[src/rtl/irq_hub_pkg.sv]
package irq_hub_pkg;

    localparam int unsigned NUM_SRC_DEF = 14;
    localparam int unsigned REG_W       = 16;
    localparam int unsigned ADDR_W      = 12;

    localparam logic [ADDR_W-1:0] OFS_MASK   = 12'h200;
    localparam logic [ADDR_W-1:0] OFS_FLAG   = 12'h202;
    localparam logic [ADDR_W-1:0] OFS_MASTER = 12'h208;

    // One-hot register selection derived from the bus address
    typedef struct packed {
        logic mask;
        logic flag;
        logic master;
    } reg_sel_t;

    function automatic reg_sel_t decode_ofs(input logic [ADDR_W-1:0] ofs);
        reg_sel_t s;
        s.mask   = (ofs == OFS_MASK);
        s.flag   = (ofs == OFS_FLAG);
        s.master = (ofs == OFS_MASTER);
        return s;
    endfunction

endpackage

[src/rtl/irq_hub_decode.sv]
module irq_hub_decode
    import irq_hub_pkg::*;
(
    input  logic [ADDR_W-1:0] addr,
    input  logic              we,
    output reg_sel_t          rd_sel,
    output reg_sel_t          wr_sel
);
    always_comb begin
        rd_sel = decode_ofs(addr);
        wr_sel = we ? rd_sel : '0;
    end
endmodule

[src/rtl/irq_hub_pend.sv]
module irq_hub_pend #(
    parameter int unsigned NUM_SRC = 14
) (
    input  logic               clk,
    input  logic               rst,
    input  logic [NUM_SRC-1:0] set_vec,
    input  logic               clr_en,
    input  logic [NUM_SRC-1:0] clr_vec,
    output logic [NUM_SRC-1:0] flags
);
    for (genvar i = 0; i < NUM_SRC; i++) begin : g_bit
        always_ff @(posedge clk) begin
            if (rst) begin
                flags[i] <= 1'b0;
            end else if (set_vec[i]) begin
                // a new event outranks a simultaneous acknowledge
                flags[i] <= 1'b1;
            end else if (clr_en && clr_vec[i]) begin
                flags[i] <= 1'b0;
            end
        end
    end
endmodule

[src/rtl/irq_hub_rdmux.sv]
module irq_hub_rdmux
    import irq_hub_pkg::*;
#(
    parameter int unsigned NUM_SRC = 14
) (
    input  reg_sel_t           sel,
    input  logic [NUM_SRC-1:0] mask,
    input  logic [NUM_SRC-1:0] flags,
    input  logic               master,
    output logic [REG_W-1:0]   rdata
);
    always_comb begin
        rdata = '0;
        if (sel.mask) begin
            rdata[NUM_SRC-1:0] = mask;
        end else if (sel.flag) begin
            rdata[NUM_SRC-1:0] = flags;
        end else if (sel.master) begin
            rdata[0] = master;
        end
    end
endmodule

[src/rtl/irq_hub.sv]
module irq_hub
    import irq_hub_pkg::*;
#(
    parameter int unsigned NUM_SRC = NUM_SRC_DEF
) (
    input  logic               clk,
    input  logic               rst,
    input  logic [ADDR_W-1:0]  bus_addr,
    input  logic               bus_we,
    input  logic [REG_W-1:0]   bus_wdata,
    output logic [REG_W-1:0]   bus_rdata,
    input  logic [NUM_SRC-1:0] src_pulse,
    output logic               irq_out
);
    reg_sel_t           rd_sel;
    reg_sel_t           wr_sel;
    logic [NUM_SRC-1:0] mask_q;
    logic [NUM_SRC-1:0] pend_q;
    logic               master_q;

    irq_hub_decode u_dec (
        .addr   (bus_addr),
        .we     (bus_we),
        .rd_sel (rd_sel),
        .wr_sel (wr_sel)
    );

    always_ff @(posedge clk) begin
        if (rst) begin
            mask_q   <= '0;
            master_q <= 1'b0;
        end else begin
            if (wr_sel.mask)   mask_q   <= bus_wdata[NUM_SRC-1:0];
            if (wr_sel.master) master_q <= bus_wdata[0];
        end
    end

    irq_hub_pend #(.NUM_SRC(NUM_SRC)) u_pend (
        .clk     (clk),
        .rst     (rst),
        .set_vec (src_pulse),
        .clr_en  (wr_sel.flag),
        .clr_vec (bus_wdata[NUM_SRC-1:0]),
        .flags   (pend_q)
    );

    irq_hub_rdmux #(.NUM_SRC(NUM_SRC)) u_rd (
        .sel    (rd_sel),
        .mask   (mask_q),
        .flags  (pend_q),
        .master (master_q),
        .rdata  (bus_rdata)
    );

    assign irq_out = master_q && |(mask_q & pend_q);

endmodule

[config.mk]
export PLATFORM = sky130hd
export DESIGN_NAME = irq_hub
export DESIGN_NICKNAME = d
export VERILOG_FILES = /design/src/rtl/irq_hub_pkg.sv /design/src/rtl/irq_hub_decode.sv /design/src/rtl/irq_hub_pend.sv /design/src/rtl/irq_hub_rdmux.sv /design/src/rtl/irq_hub.sv
export SDC_FILE = /design/constraint.sdc
export NUM_CORES = 1
export LEC_CHECK = 0
export BUFFER_PORTS_ARGS = -buffer_cell sky130_fd_sc_hd__buf_4
export CORE_MARGIN = 10
export CORE_UTILIZATION = 47
export DETAILED_ROUTE_END_ITERATION = 16
export GPL_ROUTABILITY_DRIVEN = 0
export GPL_TIMING_DRIVEN = 1
export PLACE_DENSITY = 0.78
export SLEW_MARGIN = 0
export SYNTH_ARGS = -nofsm -noshare
export SYNTH_HDL_FRONTEND = slang
export SYNTH_HIERARCHICAL = 1
export SYNTH_SLANG_ARGS = --single-unit
[constraint.sdc]
create_clock -name clk -period 2.8 [get_ports clk]
set_input_delay 0.56 -clock clk [delete_from_list [all_inputs] [get_ports clk]]
set_output_delay 0.56 -clock clk [all_outputs]
set_load 0.05 [all_outputs]
==> flow_summary.toml, run 1 <==
[finish]
seq_area_um2 = 581
n_antenna_cell = 0
drive_gt1_frac = 0.478
finalNetCount = 270
nFillCells = 262
multi_input_area_um2 = 855
area_growth_pct = 42.8

[place]
dp_hpwl_um = 3410
dp_slack_ns = -0.0207
io_buffers = 57

[die]
fp.dieW_um = 76.9
die-area_um2 = 5920
die_h_um = 76.9
core_um2 = 3080
start_util = 0.495
rows = 20
num_io_pins = 62

[power]
pwr-share-clk = 0.304
netSwitchingFraction = 0.254
total_power_uw = 783
powerDensity_nw_per_um2 = 360
seqPwrFrac = 0.561
power_leakage_nw = 0.939
combPwrFrac = 0.136
internal_power_uw = 584
ir_drop_uv = 245
p_switching_uw = 199

[timing]
final_max_slew_viol_count = 0
rsz0062_at_grt = "false"
min_period_over_period = 0.982
finalClockSkew_ns = 0
finalCriticalPeriod_ns = 2.75
fin_ws_ns = 0.0491
setup_viol = 0
hold_viol_final = 0
fmax_mhz = 364

[clock_network]
cts_buffers = 5
clkSinkCount = 29
cts-root-buf = "clkbuf_4"
cts_buffer_depth = 2
clk_latency_ns = 0.32
hold_buffers = 0
cts_tree = "yes"
htree_levels = 2
path_clk_slew_ns = 0.08

[global_route]
antenna_found_initial = 0
grt.total_usage = 0.150
grt_pass1_wl_um = 7420
grt_max_degree = 30
grt_pass1_vias = 1603
grt-ovfl-total = 0

[synth]
syn_avg_cell_area_um2 = 9.58
syn_area_um2 = 1520
synth_edf_count = 0
synth.distinct_cells = 28
ys_ff_latch = 29
ys_seq_area_frac = 0.381
yosysWarningCount = 6
syn_inst = 159
yosysTopAreaCellShare = 0.381
synth_area_leaders = "dfxtp_1 38%, a311oi_2 11%, mux2i_1 9.9%"
synthTopCellsByCount = "29 x dfxtp_1, 29 x nor2_1, 15 x inv_1, 15 x mux2i_1"
synthArstFlopShare = 0
ys.flop_type = "dfxtp_1"
yosysTopAreaCell = "dfxtp_1"

[worst_setup_path]
crit_type = "input port to primary output"
startpoint_type = "input port"
critPathCaptureType = "primary output"
path_delay_family = "simple AND/OR/NAND/NOR gates"
path_buf_inv = 4
cpMostUsedCell = "buf_6"
crit_arrival_ns = 2.19
cp_slowest_stage_delay_ns = 0.56
required_ns = 2.24
critPathSlowestCell = "or4_4"
cp_cell_sequence = "buf_4 -> or4_4 -> buf_6 -> nor3_4 -> buf_6 -> nor2b_4 -> a22o_2 -> buf_8"
crit_fanout = 7

[detailed_routing]
drt_wl_total_um = 4540
drc = 0
dr.pass1.iters = 4
vias = 1469
drt_iter0_drc = 88
drtAntennaViolNets = 0
routed_via_density = 5.44
wl_per_cell_um = 16.8

[run_status]
status = "complete, no violations"

[flow_run]
cap_viol_max_count = 0

[worst_hold_path]
hold_path.class = "input port to flip-flop"
cell families (layout without fill, tap and decap cells):
| group | count (synthesis) | in the layout | synth area share |
|---|---|---|---|
| multiplexers | 15 | 15 | 0.0986 |
| AND/OR/NAND/NOR | 50 | 51 | 0.159 |
| flip-flops | 29 | 29 | 0.381 |
| other | 1 | 2 | 0.00246 |
| buffers and inverters | 27 | 92 | 0.113 |
| AO/OA/AOI/OAI | 37 | 37 | 0.246 |
through the flow:
step | util | setup TNS (ns) | instances | instance area (µm²) | hold WS, ns
floorplan | - | -0.112 | 160 | 1550 | 0.480
global placement | 0.659 | -0.0404 | 260 | 2030 | 0.494
detailed placement | 0.659 | -0.136 | 260 | 2030 | 0.508
CTS | 0.688 | 0 | 270 | 2120 | 0.425
global route | 0.707 | 0 | 270 | 2170 | 0.429
finish | 0.707 | 0 | 270 | 2170 | 0.439
worst paths after layout:
kind / startpoint / endpoint / slack (ns) / depth (start not counted)
min reg2reg: u_pend/flags[6] / u_pend/flags[6] / 0.52 / 2
min: bus_wdata[13] / u_pend/flags[13] / 0.44 / 2
max: bus_addr[5] / bus_rdata[10] / 0.05 / 8
max reg2reg: u_pend/flags[9] / u_pend/flags[9] / 2.05 / 2
cell usage in the layout, fill, tap and decap left out, drive strengths merged, types with 3 or more instances in the layout:
cell type,n
buf,69
nor2,29
dfxtp,29
mux2i,15
inv,15
a311oi,14
a22o,11
clkbuf,8
a22oi,7
nand2,6
nor2b,3
nor3,3
nor4,3
or4b,3
power by group through the flow:
| stage | clock network [mW] | registers [mW] | logic (mW) |
|---|---|---|---|
| after floorplan | 0 | 0.445 | 0.0440 |
| after global placement | 0 | 0.447 | 0.0967 |
| after detailed placement | 0 | 0.448 | 0.103 |
| after CTS | 0.245 | 0.438 | 0.103 |
| after global routing | 0.262 | 0.440 | 0.115 |
| final | 0.238 | 0.439 | 0.106 |
sequential cells by signal (all words and copies together), names as in the netlist:
name / count
u_pend/flags: 14
master_q: 1
mask_q: 14
layout make-up:
type,instances,share of cell area
Sequential cell,29,0.267
Tap cell,44,0.0253
Clock buffer,8,0.0224
Inverter,15,0.0259
Multi-Input combinational cell,105,0.393
Timing Repair Buffer,69,0.266
routing by layer:
metal / GRT usage / share of wire
met1: 0.164 / 0.43
met2: 0.264 / 0.51
met3: 0.0443 / 0.058
met4: 0.0558 / 0.0013
met5: 0 / 0
repair_timing:
item | 4_1_cts | 5_1_grt
cloned | 1 | 0
endpoints found under the setup margin | 11 | 14
setup buffers | 1 | 0
gates resized for setup | 6 | 14
pin swaps | 0 | 1
Power figures use the tool's default switching activity.
==> run 2: changes to the inputs <==
--- a/config.mk
+++ b/config.mk
@@ -7,11 +7,11 @@
 export LEC_CHECK = 0
 export BUFFER_PORTS_ARGS = -buffer_cell sky130_fd_sc_hd__buf_4
 export CORE_MARGIN = 10
-export CORE_UTILIZATION = 47
+export CORE_UTILIZATION = 51
 export DETAILED_ROUTE_END_ITERATION = 16
 export GPL_ROUTABILITY_DRIVEN = 0
 export GPL_TIMING_DRIVEN = 1
-export PLACE_DENSITY = 0.78
+export PLACE_DENSITY = 0.84
 export SLEW_MARGIN = 0
 export SYNTH_ARGS = -nofsm -noshare
 export SYNTH_HDL_FRONTEND = slang
==> constraint.sdc (replaced) <==
create_clock -name clk -period 3.4 [get_ports clk]
set_input_delay 0.68 -clock clk [delete_from_list [all_inputs] [get_ports clk]]
set_output_delay 0.68 -clock clk [all_outputs]
set_load 0.05 [all_outputs]
==> run 2 against run 1 <==
  * Clock-buffer cell count down 2
  * Global-route usage up 0.48 points
  * Routed wire length is 6.8% lower
  * Largest power group unchanged
  * Design area fell by 8.7%
  * Sequential power is 18% lower
  * Die area shrank 5.8%
  * Sequential cell count did not move
  * Largest cell class unchanged
==> flow_summary.toml, run 2 (same netlist as run 1, synthesis figures left out) <==
[global_route]
antenna_found_initial = 0
grt_max_degree = 30
grt-ovfl-total = 0
grt_pass1_wl_um = 6670
grt_pass1_vias = 1434
grt.total_usage = 0.154

[detailed_routing]
drt_wl_total_um = 4230
wl_per_cell_um = 17.0
drc = 0
routed_via_density = 5.61
drtAntennaViolNets = 0
dr.pass1.iters = 4
drt_iter0_drc = 71
vias = 1396

[timing]
finalClockSkew_ns = 0
min_period_over_period = 0.956
fmax_mhz = 308
finalCriticalPeriod_ns = 3.25
rsz0062_at_grt = "false"
hold-worst-slack_ns = 0.530
hold_viol_final = 0
fin_ws_ns = 0.148
final_max_slew_viol_count = 0
setup_viol = 0
finalSetupTns_ns = 0

[die]
die_h_um = 74.6
die-area_um2 = 5570
core_um2 = 2810
rows = 19
num_io_pins = 62
fp.dieW_um = 74.6
start_util = 0.543

[place]
io_buffers = 57
dp_hpwl_um = 3230
dp_slack_ns = 0.211
placed_area_um2 = 1930
dp.cells = 241

[power]
p_switching_uw = 169
powerDensity_nw_per_um2 = 324
pwr-share-clk = 0.311
seqPwrFrac = 0.561
ir_drop_uv = 367
power_leakage_nw = 0.852
combPwrFrac = 0.128
internal_power_uw = 475
netSwitchingFraction = 0.262

[clock_network]
clkSinkCount = 29
cts_resized = 0
hold_buffers = 0
clk_latency_ns = 0.33
cts_buffer_depth = 2
path_clk_slew_ns = 0.09
cts-root-buf = "clkbuf_4"
post-cts-setup-buffers = 0
htree_levels = 2
cts_buffers = 5
cts_tree = "yes"

[finish]
finalNetCount = 262
final_design_area_no_fill_um2 = 1980
layout_commonest_cell = "buf_4"
mostFrequentLayoutCells = "62 x buf_4, 29 x nor2_1, 29 x dfxtp_1"
area_growth_pct = 30.3
reg.largest.list = "mask_q (14), u_pend/flags (14), master_q (1)"
final_cells = 249
drive_gt1_frac = 0.394
n_antenna_cell = 0

[worst_setup_path]
crit_arrival_ns = 2.57
crit_type = "input port to primary output"
required_ns = 2.72
critPathCaptureType = "primary output"
crit_fanout = 11
startpoint_type = "input port"

[worst_hold_path]
hold_path.class = "flip-flop to flip-flop"

[run_status]
status = "complete, no violations"

[flow_run]
cap_viol_max_count = 0
run 2: cell count changes in the layout (fill, tap and decap cells not counted), sizes merged:
| cell | before | now |
|---|---|---|
| buf | 69 | 62 |
| clkbuf | 8 | 6 |
| clkinv | 0 | 2 |
| nor2b | 3 | 2 |
run 2: layout make-up:
class	instances	area, µm²
Fill cell	245	821
Multi-Input combinational cell	104	792
Sequential cell	29	581
Timing Repair Buffer	62	465
Inverter	15	56.3
Clock buffer	6	41.3
Tap cell	31	38.8
Clock inverter	2	10.0
run 2: through the flow:
stage / power [mW] / util
finish: 0.644 / 0.707
global route: 0.669 / 0.707
CTS: 0.645 / 0.707
detailed placement: 0.452 / 0.689
global placement: 0.446 / 0.689
floorplan: 0.402 / -
run 2: worst max-delay path: stages:
cell and delay (ns):
buf_4 0.11, or4_1 0.66, nor3_1 0.31, nor2b_4 0.40
a22o_1 0.21, buf_4 0.20
run 2: worst paths after layout:
check / startpoint / to / slack [ns] / depth (start not counted)
setup / recovery: bus_addr[5] / bus_rdata[2] / 0.15 / 6
setup reg to reg: u_pend/flags[6] / u_pend/flags[6] / 2.61 / 2
hold reg to reg: u_pend/flags[13] / u_pend/flags[13] / 0.53 / 2
hold / removal: u_pend/flags[13] / u_pend/flags[13] / 0.53 / 2
run 2: power by group through the flow:
| stage | Combinational [mW] | Clock, mW | Sequential [mW] |
|---|---|---|---|
| floorplan | 0.0362 | 0 | 0.366 |
| global placement | 0.0779 | 0 | 0.368 |
| detailed placement | 0.0825 | 0 | 0.369 |
| CTS | 0.0826 | 0.201 | 0.361 |
| global route | 0.0894 | 0.216 | 0.363 |
| finish | 0.0824 | 0.200 | 0.361 |
run 2: routing by layer:
layer	global-route usage	up-vias	share of wire
met5	0	-	0
met4	0.0504	0	0.012
met3	0.0696	5	0.082
li1	-	688	-
met1	0.159	659	0.39
met2	0.274	44	0.52
==> run 3: changes to the inputs <==
--- a/config.mk
+++ b/config.mk
@@ -5,9 +5,10 @@
 export SDC_FILE = /design/constraint.sdc
 export NUM_CORES = 1
 export LEC_CHECK = 0
+export ABC_AREA = 1
 export BUFFER_PORTS_ARGS = -buffer_cell sky130_fd_sc_hd__buf_4
 export CORE_MARGIN = 10
-export CORE_UTILIZATION = 51
+export CORE_UTILIZATION = 52
 export DETAILED_ROUTE_END_ITERATION = 16
 export GPL_ROUTABILITY_DRIVEN = 0
 export GPL_TIMING_DRIVEN = 1
==> constraint.sdc (replaced) <==
create_clock -name clk -period 3.4 [get_ports clk]
set_input_delay 0.68 -clock clk [delete_from_list [all_inputs] [get_ports clk]]
set_output_delay 0.68 -clock clk [all_outputs]
set_load 0.1 [all_outputs]
==> run 3 against run 2 <==
  * Maximum frequency increased by 12%
  * Combinational power fell by 6.2%
  * Non-clock buffer count is 3 lower
  * Hold slack lost 0.048 ns
  * Via count grew 19%
  * Die area rose by 3.4%
  * Core utilization decreased by 2.0 points
  * Cell count grew 41%
  * Synthesized area up 6.7%
  * Clock-buffer cell count up 1
  * Power increased by 4.7%
  * First-iteration DRC count grew 23%
  * Critical path type unchanged
==> flow_summary.toml, run 3 <==
[global_route]
grt_max_degree = 30
grt-ovfl-total = 0
grt_pass1_wl_um = 6920
antenna_found_initial = 0
grt_pass1_vias = 1682
grt.total_usage = 0.155

[timing]
fmax_mhz = 343
hold-worst-slack_ns = 0.482
finalCriticalPeriod_ns = 2.91
finalSetupTns_ns = 0
tightest_slew_ns = 0.584
hold_viol_final = 0
setup_viol = 0
final_max_slew_viol_count = 0
rsz0062_at_grt = "false"
min_period_over_period = 0.857
relSlewSlack = 0.610
finalClockSkew_ns = 0

[worst_hold_path]
holdPathStages = 2
hold_path.class = "flip-flop to flip-flop"

[clock_network]
cts_buffers = 5
htree_levels = 2
clkSinkCount = 29
clk_latency_ns = 0.31
cts-root-buf = "clkbuf_4"
cts_buffer_depth = 2
path_clk_slew_ns = 0.08
cts_resized = 0
hold_buffers = 0
cts_tree = "yes"
post-cts-setup-buffers = 0

[synth]
yosysTopAreaCell = "dfxtp_1"
ys.flop_type = "dfxtp_1"
synth_edf_count = 0
synth.distinct_cells = 16
synth_area_leaders = "dfxtp_1 36%, nand2_1 26%, a21oi_2 7.0%"
ys_seq_area_frac = 0.357
synthArstFlopShare = 0
syn_inst = 250
yosys.cell_count.top_type = "nand2_1"
yosysWarningCount = 6
synthTopCellsByCount = "114 x nand2_1, 29 x dfxtp_1, 28 x inv_1, 16 x a21oi_1, 16 x nor2_1"
syn_area_um2 = 1620
ys_ff_latch = 29
syn_avg_cell_area_um2 = 6.50
yosysTopAreaCellShare = 0.357

[detailed_routing]
drt_wl_total_um = 4280
routed_via_density = 4.73
vias = 1660
dr.pass1.iters = 4
dr_wl_met3_um = 354
met2WireLength_um = 2270
drt_iter0_drc = 87
wl_per_cell_um = 12.2
drc = 0
m1WireLength_um = 1620
drtAntennaViolNets = 0
top_layer = "met4"

[die]
start_util = 0.536
die-area_um2 = 5760
die_h_um = 75.9
fp.dieW_um = 75.9
core_um2 = 3030
rows = 20
num_io_pins = 62

[worst_setup_path]
required_ns = 2.72
critPathCaptureType = "primary output"
crit_type = "input port to primary output"
crit_arrival_ns = 2.23
rr_worst_depth = 4
startpoint_type = "input port"
crit_fanout = 16

[finish]
finalNetCount = 351
area_growth_pct = 28.2
nFillCells = 274
drive_gt1_frac = 0.290
final_cells = 351
fin_util = 0.688
reg.largest.list = "mask_q (14), u_pend/flags (14), master_q (1)"
n_antenna_cell = 0
layout_commonest_cell = "nand2_1"
mostFrequentLayoutCells = "114 x nand2_1, 59 x buf_4, 29 x dfxtp_1"

[power]
power_leakage_nw = 1.06
ir_drop_uv = 237
total_power_uw = 674
powerDensity_nw_per_um2 = 324

[place]
dp.cells = 343
io_buffers = 57
dp_hpwl_um = 3230

[run_status]
status = "complete, no violations"

[flow_run]
cap_viol_max_count = 0
run 3: changes by cell type after synthesis, moves of 5 or more:
cell      change
a21oi_1      +14
a21oi_2      +13
a22o_1       -11
a22oi_1       -6
a311oi_2     -11
inv_1        +13
mux2i_1      -15
nand2_1     +108
nand3_1      +12
nand3_2       +5
nor2_1       -13
run 3: final cells by class:
cell class                 count  area (µm²)  share of cell area
timing repair buffer          59         443               0.213
clock buffer                   7        65.1              0.0312
multi-input combinational    181         818               0.393
inverter                      30         115              0.0553
tap                           44        55.1              0.0264
sequential                    29         581               0.279
clock inverter                 1        5.00             0.00240
run 3: worst max-delay path, cell delays in order:
cell and delay (ns):
buf_4 0.11, inv_1 0.04, nand2_1 0.05, nor2_2 0.15, nand3_1 0.12, inv_1 0.45
inv_4 0.19, nand3_1 0.12, nand2_1 0.08, buf_4 0.24
run 3: through the flow:
step / setup WS (ns) / cell area, µm²
final: 0.487 / 2080
after global routing: 0.326 / 2080
after CTS: 0.496 / 2080
after detailed placement: 0.521 / 2010
after global placement: 0.523 / 2010
after floorplan: 0.689 / 1630
run 3: power breakdown:
group / internal [mW] / leakage [nW] / switching, mW
sequential: 0.351 / 0.238 / 0.00979
combinational: 0.0400 / 0.783 / 0.0373
clock: 0.120 / 0.0413 / 0.116
run 3: cells by family after synthesis:
group | synth area share
other | 0.00231
and+or+nand+nor | 0.380
DFF | 0.357
buffers and inverters | 0.141
AOI/OAI and AO/OA | 0.119
run 3: per-layer routing:
layer / global-route usage / vias to the layer above
li1: - / 870
met1: 0.149 / 733
met2: 0.301 / 53
met3: 0.0612 / 4
met4: 0.0351 / 0
met5: 0 / -
run 3: path summary, 6_finish.rpt:
check	slack [ns]	to	start
worst min-delay path	0.48	u_pend/flags[6]	u_pend/flags[6]
worst max-delay path	0.49	bus_rdata[1]	bus_addr[8]
worst max register to register	2.69	master_q	master_q
worst min register to register	0.48	u_pend/flags[6]	u_pend/flags[6]
